$ cat src/rtl/gpio_port_pkg.sv
package gpio_port_pkg;
  typedef enum logic [1:0] {
    PM_INPUT    = 2'b00,
    PM_PUSHPULL = 2'b01,
    PM_ODRAIN   = 2'b10,
    PM_OSOURCE  = 2'b11
  } pin_mode_e;

  localparam logic [3:0] OFS_MODE = 4'h0;
  localparam logic [3:0] OFS_DATA = 4'h4;
  localparam logic [3:0] OFS_PULL = 4'h8;
endpackage

$ cat src/rtl/gpio_in_sync.sv
module gpio_in_sync #(
  parameter int WIDTH = 8
) (
  input  logic             clk,
  input  logic             rst_n,
  input  logic [WIDTH-1:0] async_in,
  output logic [WIDTH-1:0] sync_out
);
  logic [WIDTH-1:0] stage1_q;
  logic [WIDTH-1:0] stage2_q;

  always_ff @(posedge clk or negedge rst_n) begin
    if (!rst_n) begin
      stage1_q <= '0;
      stage2_q <= '0;
    end else begin
      stage1_q <= async_in;
      stage2_q <= stage1_q;
    end
  end

  assign sync_out = stage2_q;

  // checker: edges since reset, saturating at two
  logic [1:0] age_q;
  always_ff @(posedge clk or negedge rst_n) begin
    if (!rst_n)             age_q <= 2'd0;
    else if (age_q != 2'd2) age_q <= age_q + 2'd1;
  end

  assert_sync_depth_R7: assert property (@(posedge clk) disable iff (!rst_n)
    (age_q == 2'd2) |-> (sync_out == $past(async_in, 2)));
endmodule

$ cat src/rtl/gpio_port_regs.sv
module gpio_port_regs
  import gpio_port_pkg::*;
#(
  parameter int PINS = 8,
  parameter int AW   = 4,
  parameter int DW   = 32
) (
  input  logic            clk,
  input  logic            rst_n,
  input  logic [AW-1:0]   addr,
  input  logic            we,
  input  logic [DW-1:0]   wdata,
  input  logic [PINS-1:0] pin_level,
  output logic [DW-1:0]   rdata,
  output logic [2*PINS-1:0] mode_vec,
  output logic [PINS-1:0] out_val,
  output logic [PINS-1:0] pull_dis
);
  localparam int MW = 2 * PINS;

  logic [MW-1:0]   mode_q;
  logic [PINS-1:0] data_q;
  logic [PINS-1:0] pull_q;
  logic            unused_wdata_hi;

  assign unused_wdata_hi = ^wdata[DW-1:MW];

  always_ff @(posedge clk or negedge rst_n) begin
    if (!rst_n) begin
      mode_q <= '0;
      data_q <= '0;
      pull_q <= '0;
    end else if (we) begin
      case (addr)
        AW'(OFS_MODE): mode_q <= wdata[MW-1:0];
        AW'(OFS_DATA): data_q <= wdata[PINS-1:0];
        AW'(OFS_PULL): pull_q <= wdata[PINS-1:0];
        default: ;
      endcase
    end
  end

  always_comb begin
    rdata = '0;
    case (addr)
      AW'(OFS_MODE): rdata[MW-1:0]   = mode_q;
      AW'(OFS_DATA): rdata[PINS-1:0] = pin_level;
      AW'(OFS_PULL): rdata[PINS-1:0] = pull_q;
      default: ;
    endcase
  end

  assign mode_vec = mode_q;
  assign out_val  = data_q;
  assign pull_dis = pull_q;

  assert_upper_zero_R2: assert property (@(posedge clk) disable iff (!rst_n)
    (addr == AW'(OFS_MODE)) |-> (rdata[DW-1:MW] == '0));
  assert_unmapped_R9: assert property (@(posedge clk) disable iff (!rst_n)
    (we && addr != AW'(OFS_MODE) && addr != AW'(OFS_DATA) && addr != AW'(OFS_PULL))
      |=> ($stable(mode_q) && $stable(data_q) && $stable(pull_q)));
endmodule

$ cat src/rtl/gpio_pad_drive.sv
module gpio_pad_drive
  import gpio_port_pkg::*;
#(
  parameter int PINS = 8
) (
  input  logic [2*PINS-1:0] mode_vec,
  input  logic [PINS-1:0]   out_val,
  input  logic [PINS-1:0]   pull_dis,
  output logic [PINS-1:0]   drv_level,
  output logic [PINS-1:0]   drv_en,
  output logic [PINS-1:0]   pull_en
);
  for (genvar i = 0; i < PINS; i++) begin : g_pin
    pin_mode_e m;
    assign m = pin_mode_e'(mode_vec[2*i +: 2]);
    always_comb begin
      case (m)
        PM_PUSHPULL: begin drv_level[i] = out_val[i]; drv_en[i] = 1'b1;        end
        PM_ODRAIN:   begin drv_level[i] = 1'b0;       drv_en[i] = ~out_val[i]; end
        PM_OSOURCE:  begin drv_level[i] = 1'b1;       drv_en[i] = out_val[i];  end
        default:     begin drv_level[i] = 1'b0;       drv_en[i] = 1'b0;        end
      endcase
    end
    assign pull_en[i] = ~pull_dis[i];
  end
endmodule

$ cat src/rtl/gpio_port_ctrl.sv
module gpio_port_ctrl
  import gpio_port_pkg::*;
#(
  parameter int PINS = 8,
  parameter int AW   = 4,
  parameter int DW   = 32
) (
  input  logic            clk,
  input  logic            rst_n,
  input  logic [AW-1:0]   reg_addr,
  input  logic            reg_we,
  input  logic [DW-1:0]   reg_wdata,
  output logic [DW-1:0]   reg_rdata,
  input  logic [PINS-1:0] pad_in,
  output logic [PINS-1:0] pad_out,
  output logic [PINS-1:0] pad_oe,
  output logic [PINS-1:0] pad_pull_en
);
  localparam int MW = 2 * PINS;

  logic [PINS-1:0] pin_level;
  logic [MW-1:0]   mode_vec;
  logic [PINS-1:0] out_val;
  logic [PINS-1:0] pull_dis;

  gpio_in_sync #(.WIDTH(PINS)) u_sync (
    .clk(clk), .rst_n(rst_n), .async_in(pad_in), .sync_out(pin_level)
  );

  gpio_port_regs #(.PINS(PINS), .AW(AW), .DW(DW)) u_regs (
    .clk(clk), .rst_n(rst_n), .addr(reg_addr), .we(reg_we), .wdata(reg_wdata),
    .pin_level(pin_level), .rdata(reg_rdata), .mode_vec(mode_vec),
    .out_val(out_val), .pull_dis(pull_dis)
  );

  gpio_pad_drive #(.PINS(PINS)) u_drive (
    .mode_vec(mode_vec), .out_val(out_val), .pull_dis(pull_dis),
    .drv_level(pad_out), .drv_en(pad_oe), .pull_en(pad_pull_en)
  );

  for (genvar i = 0; i < PINS; i++) begin : g_chk
    assert_input_quiet_R6: assert property (@(posedge clk) disable iff (!rst_n)
      (mode_vec[2*i +: 2] == PM_INPUT) |-> (!pad_oe[i] && !pad_out[i]));
    assert_pushpull_on_R3: assert property (@(posedge clk) disable iff (!rst_n)
      (mode_vec[2*i +: 2] == PM_PUSHPULL) |-> (pad_oe[i] && pad_out[i] == out_val[i]));
    assert_odrain_low_R4: assert property (@(posedge clk) disable iff (!rst_n)
      (mode_vec[2*i +: 2] == PM_ODRAIN && pad_oe[i]) |-> !pad_out[i]);
    assert_osource_high_R5: assert property (@(posedge clk) disable iff (!rst_n)
      (mode_vec[2*i +: 2] == PM_OSOURCE && pad_oe[i]) |-> pad_out[i]);
  end

  assert_pull_write_R8: assert property (@(posedge clk) disable iff (!rst_n)
    (reg_we && reg_addr == AW'(OFS_PULL)) |=> (pad_pull_en == ~$past(reg_wdata[PINS-1:0])));
endmodule

$ cat config.mk
export PLATFORM = sky130hd
export DESIGN_NAME = gpio_port_ctrl
export DESIGN_NICKNAME = d
export VERILOG_FILES = /design/src/rtl/gpio_port_pkg.sv /design/src/rtl/gpio_in_sync.sv /design/src/rtl/gpio_port_regs.sv /design/src/rtl/gpio_pad_drive.sv /design/src/rtl/gpio_port_ctrl.sv
export SDC_FILE = /design/constraint.sdc
export NUM_CORES = 1
export LEC_CHECK = 0
export BUFFER_PORTS_ARGS = -buffer_cell sky130_fd_sc_hd__buf_2
export CAP_MARGIN = 20
export CORE_ASPECT_RATIO = 0.6
export CORE_MARGIN = 2
export CORE_UTILIZATION = 30
export DETAILED_ROUTE_END_ITERATION = 16
export GPL_TIMING_DRIVEN = 0
export MAX_ROUTING_LAYER = met4
export SLEW_MARGIN = 5
export SYNTH_ARGS = -nofsm -noshare
export SYNTH_HDL_FRONTEND = slang
export SYNTH_SLANG_ARGS = --single-unit
$ cat constraint.sdc
create_clock -name clk -period 1.4 [get_ports clk]
set_input_delay 0.28 -clock clk [delete_from_list [all_inputs] [get_ports clk]]
set_output_delay 0.28 -clock clk [all_outputs]
set_load 0.1 [all_outputs]
; ---- Word-level counts from Yosys, hierarchy flattened
; Cells that the tools add are included.
[word_totals]
regBits = 48
latch_bits = 0
ram_bits = 0
romBits = 0
in_bits = 47
output_inout_bits = 56
word_cells = 69
mem_count = 0
[op_classes]
add_sub_neg = 0
n_mul = 0
div_mod_pow = 0
magnitude_cmp = 0
eq_ne = 26
shifts = 0
muxes = 18
bitwise = 16
reduce_logical = 4
[op_table]
columns = op, count
row1 = $eq A2 B2 Y1 const B, 16
row2 = $pmux W1 S3, 8
row3 = $pmux W8 S3, 1
row4 = $eq A2 B1 Y1 const B, 8
row5 = $not A1 Y1, 16
row6 = $pmux W1 S2, 8
row7 = $mux W8, 1
row8 = $reduce_and A2 Y1, 3
row9 = $eq A4 B3 Y1 const B, 1
row10 = $eq A4 B4 Y1 const B, 1
row11 = $logic_not A4 Y1, 1

; ---- Longest topological paths before layout
[logic_depth]
ltp_word = 2
depth_mapped = 5
depth_no_buf = 3

; ---- Modules after synthesis
; A second synthesis with hierarchy kept.
[unflattened]
cells_unflattened = 171
area_unflattened_um2 = 2373.5
[by_module_without_submodules]
columns = mod, instances, cells_each, area_per_inst_um2, seq_area_each_um2
row1 = gpio_port_regs, 1, 123, 1642.8, 800.8
row2 = gpio_in_sync, 1, 16, 400.4, 400.4
row3 = gpio_pad_drive, 1, 32, 330.3, 0.0

; ---- Worst setup path after synthesis
; Ideal clock, no wire load.
[synth_timing]
path_kind = input to output
start = in reg_addr[1]
end = out reg_rdata[0]
arrival_time_ps = 2977
required_time_ps = 1120
setup_slack_ps = -1857
stages = 3
n_path_buf = 1
cell_sequence = or3_1 -> clkbuf_1 -> o21ai_0
[synth_between]
elab_chain_cells = 2
elab_cells_between_ends = 4
classes_between = eq/ne (2) / mux (1) / reduce/logical (1)
[synth_rtl]
columns = item, line_no
row1 = "start, declared", gpio_port_ctrl.sv:10  ; input logic [AW-1:0] reg_addr,
row2 = $eq A4 B4 Y1 (tied with other cells), gpio_port_regs.sv:45  ; case (addr)
row3 = $pmux W8 S3 (*), gpio_port_regs.sv:45
row4 = "end, declared", gpio_port_ctrl.sv:13  ; output logic [DW-1:0] reg_rdata,
; Mark *: on every way between the ends. The rest lies on a longest branch, timed or not.

; ---- Worst setup path in the final report
[layout_timing]
start = in reg_addr[2]
end = out reg_rdata[12]
[layout_between]
elab_chain_cells = 2
[layout_rtl]
columns = item, line_no
row1 = $logic_not A4 Y1, gpio_port_regs.sv:45
row2 = $mux W8, gpio_port_regs.sv:45
; No other way between the ends.

==> results.sh <==
export IMPL_status="finished, violations left"
export IMPL_violations="negative setup slack"
export IMPL_syn_avg_cell_area_um2=12.9
export IMPL_post_synth_top_area_cell="dfrtp_1"
export IMPL_h_tree_depth=2
export IMPL_synth_enable_flop_cells=0
export IMPL_syn_to_final_growth_pct=85.0
export IMPL_r2r_cells=3
export IMPL_rsz0062_at_grt="true"
export IMPL_min_period_ns=1.78
export IMPL_synthTopCellsByCount="48 x dfrtp_1, 22 x mux2_2, 16 x buf_4, 10 x mux2_4, 10 x nand2_1"
export IMPL_synth_seq_cells=48
export IMPL_ant_nets=0
export IMPL_max_freq_mhz=560
export IMPL_fin_skew_ns=0.000472
export IMPL_cts_root_buffer="clkbuf_16"
export IMPL_synthTopCellsByArea="dfrtp_1 54%, mux2_2 11%, mux2_4 6.8%"
export IMPL_cp_end_kind="output port"
export IMPL_vias=1551
export IMPL_numCtsBuffers=5
export IMPL_antenna_cells=0
export IMPL_ir_drop_mv=0.751
export IMPL_min_path_cells=1
export IMPL_grt_pass1_wl_um=8230
export IMPL_pin_count=103
export IMPL_grt_max_degree=49
export IMPL_syn_inst=172
export IMPL_core_mm2=0.00721
export IMPL_cp_common_cell="buf_12"
export IMPL_setup_tns_ns=-9.36
export IMPL_cp_depth=7
export IMPL_critPathMaxStageDelay_ns=0.41
export IMPL_timing_critical_path_buf_inv=4
export IMPL_criticalPathCategory="in -> out"
export IMPL_wirelength_um=5250
export IMPL_drtPass1Iterations=3
export IMPL_max_cap_violations=0
export IMPL_cp_start_kind="input pin"
export IMPL_synth_area_mm2=0.00221
export IMPL_finalPower_mw=7.32
export IMPL_cp_top_family="simple AND/OR/NAND/NOR gates"
export IMPL_synth_top_flop_cell="dfrtp_1"
export IMPL_async_flop_share_pct=100
export IMPL_cts_sinks=48
export IMPL_antenna_found_initial=0
export IMPL_place_ws_ns=-0.746
export IMPL_leakagePower_nw=1.91
export IMPL_synth_warnings=0
export IMPL_clk_latency_ns=0.29
export IMPL_synth_most_common_cell="dfrtp_1"
export IMPL_synth_distinct_cells=21
export IMPL_hold_ws_ns=0.0916
export IMPL_numPortBuffers=70
export IMPL_gp_congestion=0.687
export IMPL_dp_hpwl_um=3630
export IMPL_groute_usage_overall_pct=13.9
export IMPL_synth_top_area_share_pct=54.3
export IMPL_final_nets=334
export IMPL_arrival_ns=1.50
export IMPL_grt_overflow_total=0
export IMPL_crit_required_ns=1.12
export IMPL_hold_class="in -> reg"
export IMPL_path_clk_slew_ns=0.07
export IMPL_drt_initial_drc_count=44
export IMPL_final_max_slew_viol_count=0
export IMPL_viasPerCell=4.09
export IMPL_die_height_um=70.5
export IMPL_finalCritPeriodShare_pct=127
export IMPL_cp_cell_sequence="buf_6 > or3_4 > clkbuf_16 > nor2_4 > buf_12 > and2_4 > buf_12"
export IMPL_row_count=24
export IMPL_cts_tree="done"
export IMPL_grt_pass1_vias=1591
export IMPL_layout_drive_gt1_share_pct=70.8
export IMPL_yosysSeqAreaShare_pct=54.3
export IMPL_clock_path_buffers=2
export IMPL_p_per_area_mw_per_mm2=1790
export IMPL_cp_max_fo=6
export IMPL_die_area_mm2=0.00809
export IMPL_crit_slowest_cell="or3_4"
export IMPL_num_fill_cells=586
export IMPL_start_util_pct=30.7
export IMPL_wl_per_cell_um=13.8
export IMPL_finalHoldViolCount=0
export IMPL_worst_slack_ns=-0.385
export IMPL_die_width_um=115
export IMPL_drc=0
export IMPL_finalSetupViolCount=55
[worst paths after layout]
| path | startpoint | to | slack, ns |
|---|---|---|---|
| min in group asynchronous | rst_n | u_sync.stage1_q[4]$_DFF_PN0_ | 0.43 |
| max in group asynchronous | rst_n | u_regs.mode_vec[14]$_DFFE_PN0P_ | 0.46 |
| max | reg_addr[2] | reg_rdata[12] | -0.38 |
| max reg2reg | u_regs.out_val[6]$_DFFE_PN0P_ | u_regs.out_val[6]$_DFFE_PN0P_ | 0.41 |
| min | pad_in[3] | u_sync.stage1_q[3]$_DFF_PN0_ | 0.09 |
| min reg2reg | u_sync.stage1_q[6]$_DFF_PN0_ | u_sync.sync_out[6]$_DFF_PN0_ | 0.35 |
[metal layers]
metal  GRT usage [%]  wire length (µm)
met5               -                 0
met2            19.5              2270
met4            3.21                42
met3            3.47               270
met1            20.2              2670
[state kept, by name, summed over array words and instances (netlist names)]
name and cells:
u_regs.mode_vec 16, u_regs.out_val 8, u_regs.pull_dis 8, u_sync.stage1_q 8, u_sync.sync_out 8
[layout by cell type (no fill, tap or decap)]
cell type,Yosys,final
buf_12,0,35
nor4b_4,0,1
buf_2,0,28
clkbuf_16,0,6
conb_1,1,16
or3b_1,1,1
nand2b_4,0,8
mux2i_1,8,5
buf_16,0,1
or3_4,0,1
and2_4,0,8
buf_8,0,1
o21a_1,8,8
xnor2_4,0,8
nand2_2,0,1
clkinv_2,0,2
mux2_4,10,10
inv_1,8,8
mux2_2,22,22
o21ai_4,0,8
dfrtp_2,0,12
clkbuf_8,0,1
mux2i_4,0,3
buf_4,16,34
dfrtp_1,48,36
nor2_4,0,2
buf_6,2,12
nand2_1,10,9
dlygate4sd3_1,0,1
[power breakdown]
part | internal (mW) | total, mW | leakage [nW] | switching, mW
clock network | 0.704 | 1.20 | 0.0766 | 0.492
registers | 1.64 | 1.96 | 0.565 | 0.315
logic | 1.59 | 4.16 | 1.27 | 2.57
total | 3.94 | 7.32 | 1.91 | 3.38
[final cells by class]
class / count / area, µm² / area share, %
clock inverter: 2 / 10.0 / 0.245
clock buffer: 6 / 139 / 3.40
sequential: 48 / 1220 / 29.7
buffer: 20 / 188 / 4.59
tap: 91 / 114 / 2.78
timing repair buffer: 93 / 1120 / 27.4
inverter: 8 / 30.0 / 0.734
multi-input combinational: 111 / 1270 / 31.1
[logic make-up (layout without fill, tap and decap cells)]
| family | count (synthesis) | in the layout | share of synthesized area [%] |
|---|---|---|---|
| AOI/OAI and AO/OA | 16 | 16 | 4.53 |
| xor gates and xnor gates | 8 | 8 | 3.17 |
| buffers and inverters | 28 | 129 | 8.15 |
| DFF | 48 | 48 | 54.3 |
| muxes | 40 | 40 | 21.6 |
| other | 1 | 16 | 0.170 |
| and+or+nand+nor | 31 | 31 | 8.04 |
[metrics by stage]
step                util [%]  area (µm²)  instances
floorplan                  -        2630        187
detailed placement      42.9        3090        348
finish                  56.8        4090        379
CTS                     53.8        3880        370
global route            56.8        4090        379
global placement        42.9        3090        348
[repair_timing]
action	CTS	global route
resized for setup	137	31
endpoints found under the hold margin	0	13
hold buffers	0	1
endpoints found under the setup margin	72	63
setup buffers	12	7
cloned	2	0
pin swaps	16	9
No activity file was read; power rests on OpenSTA's default activity.
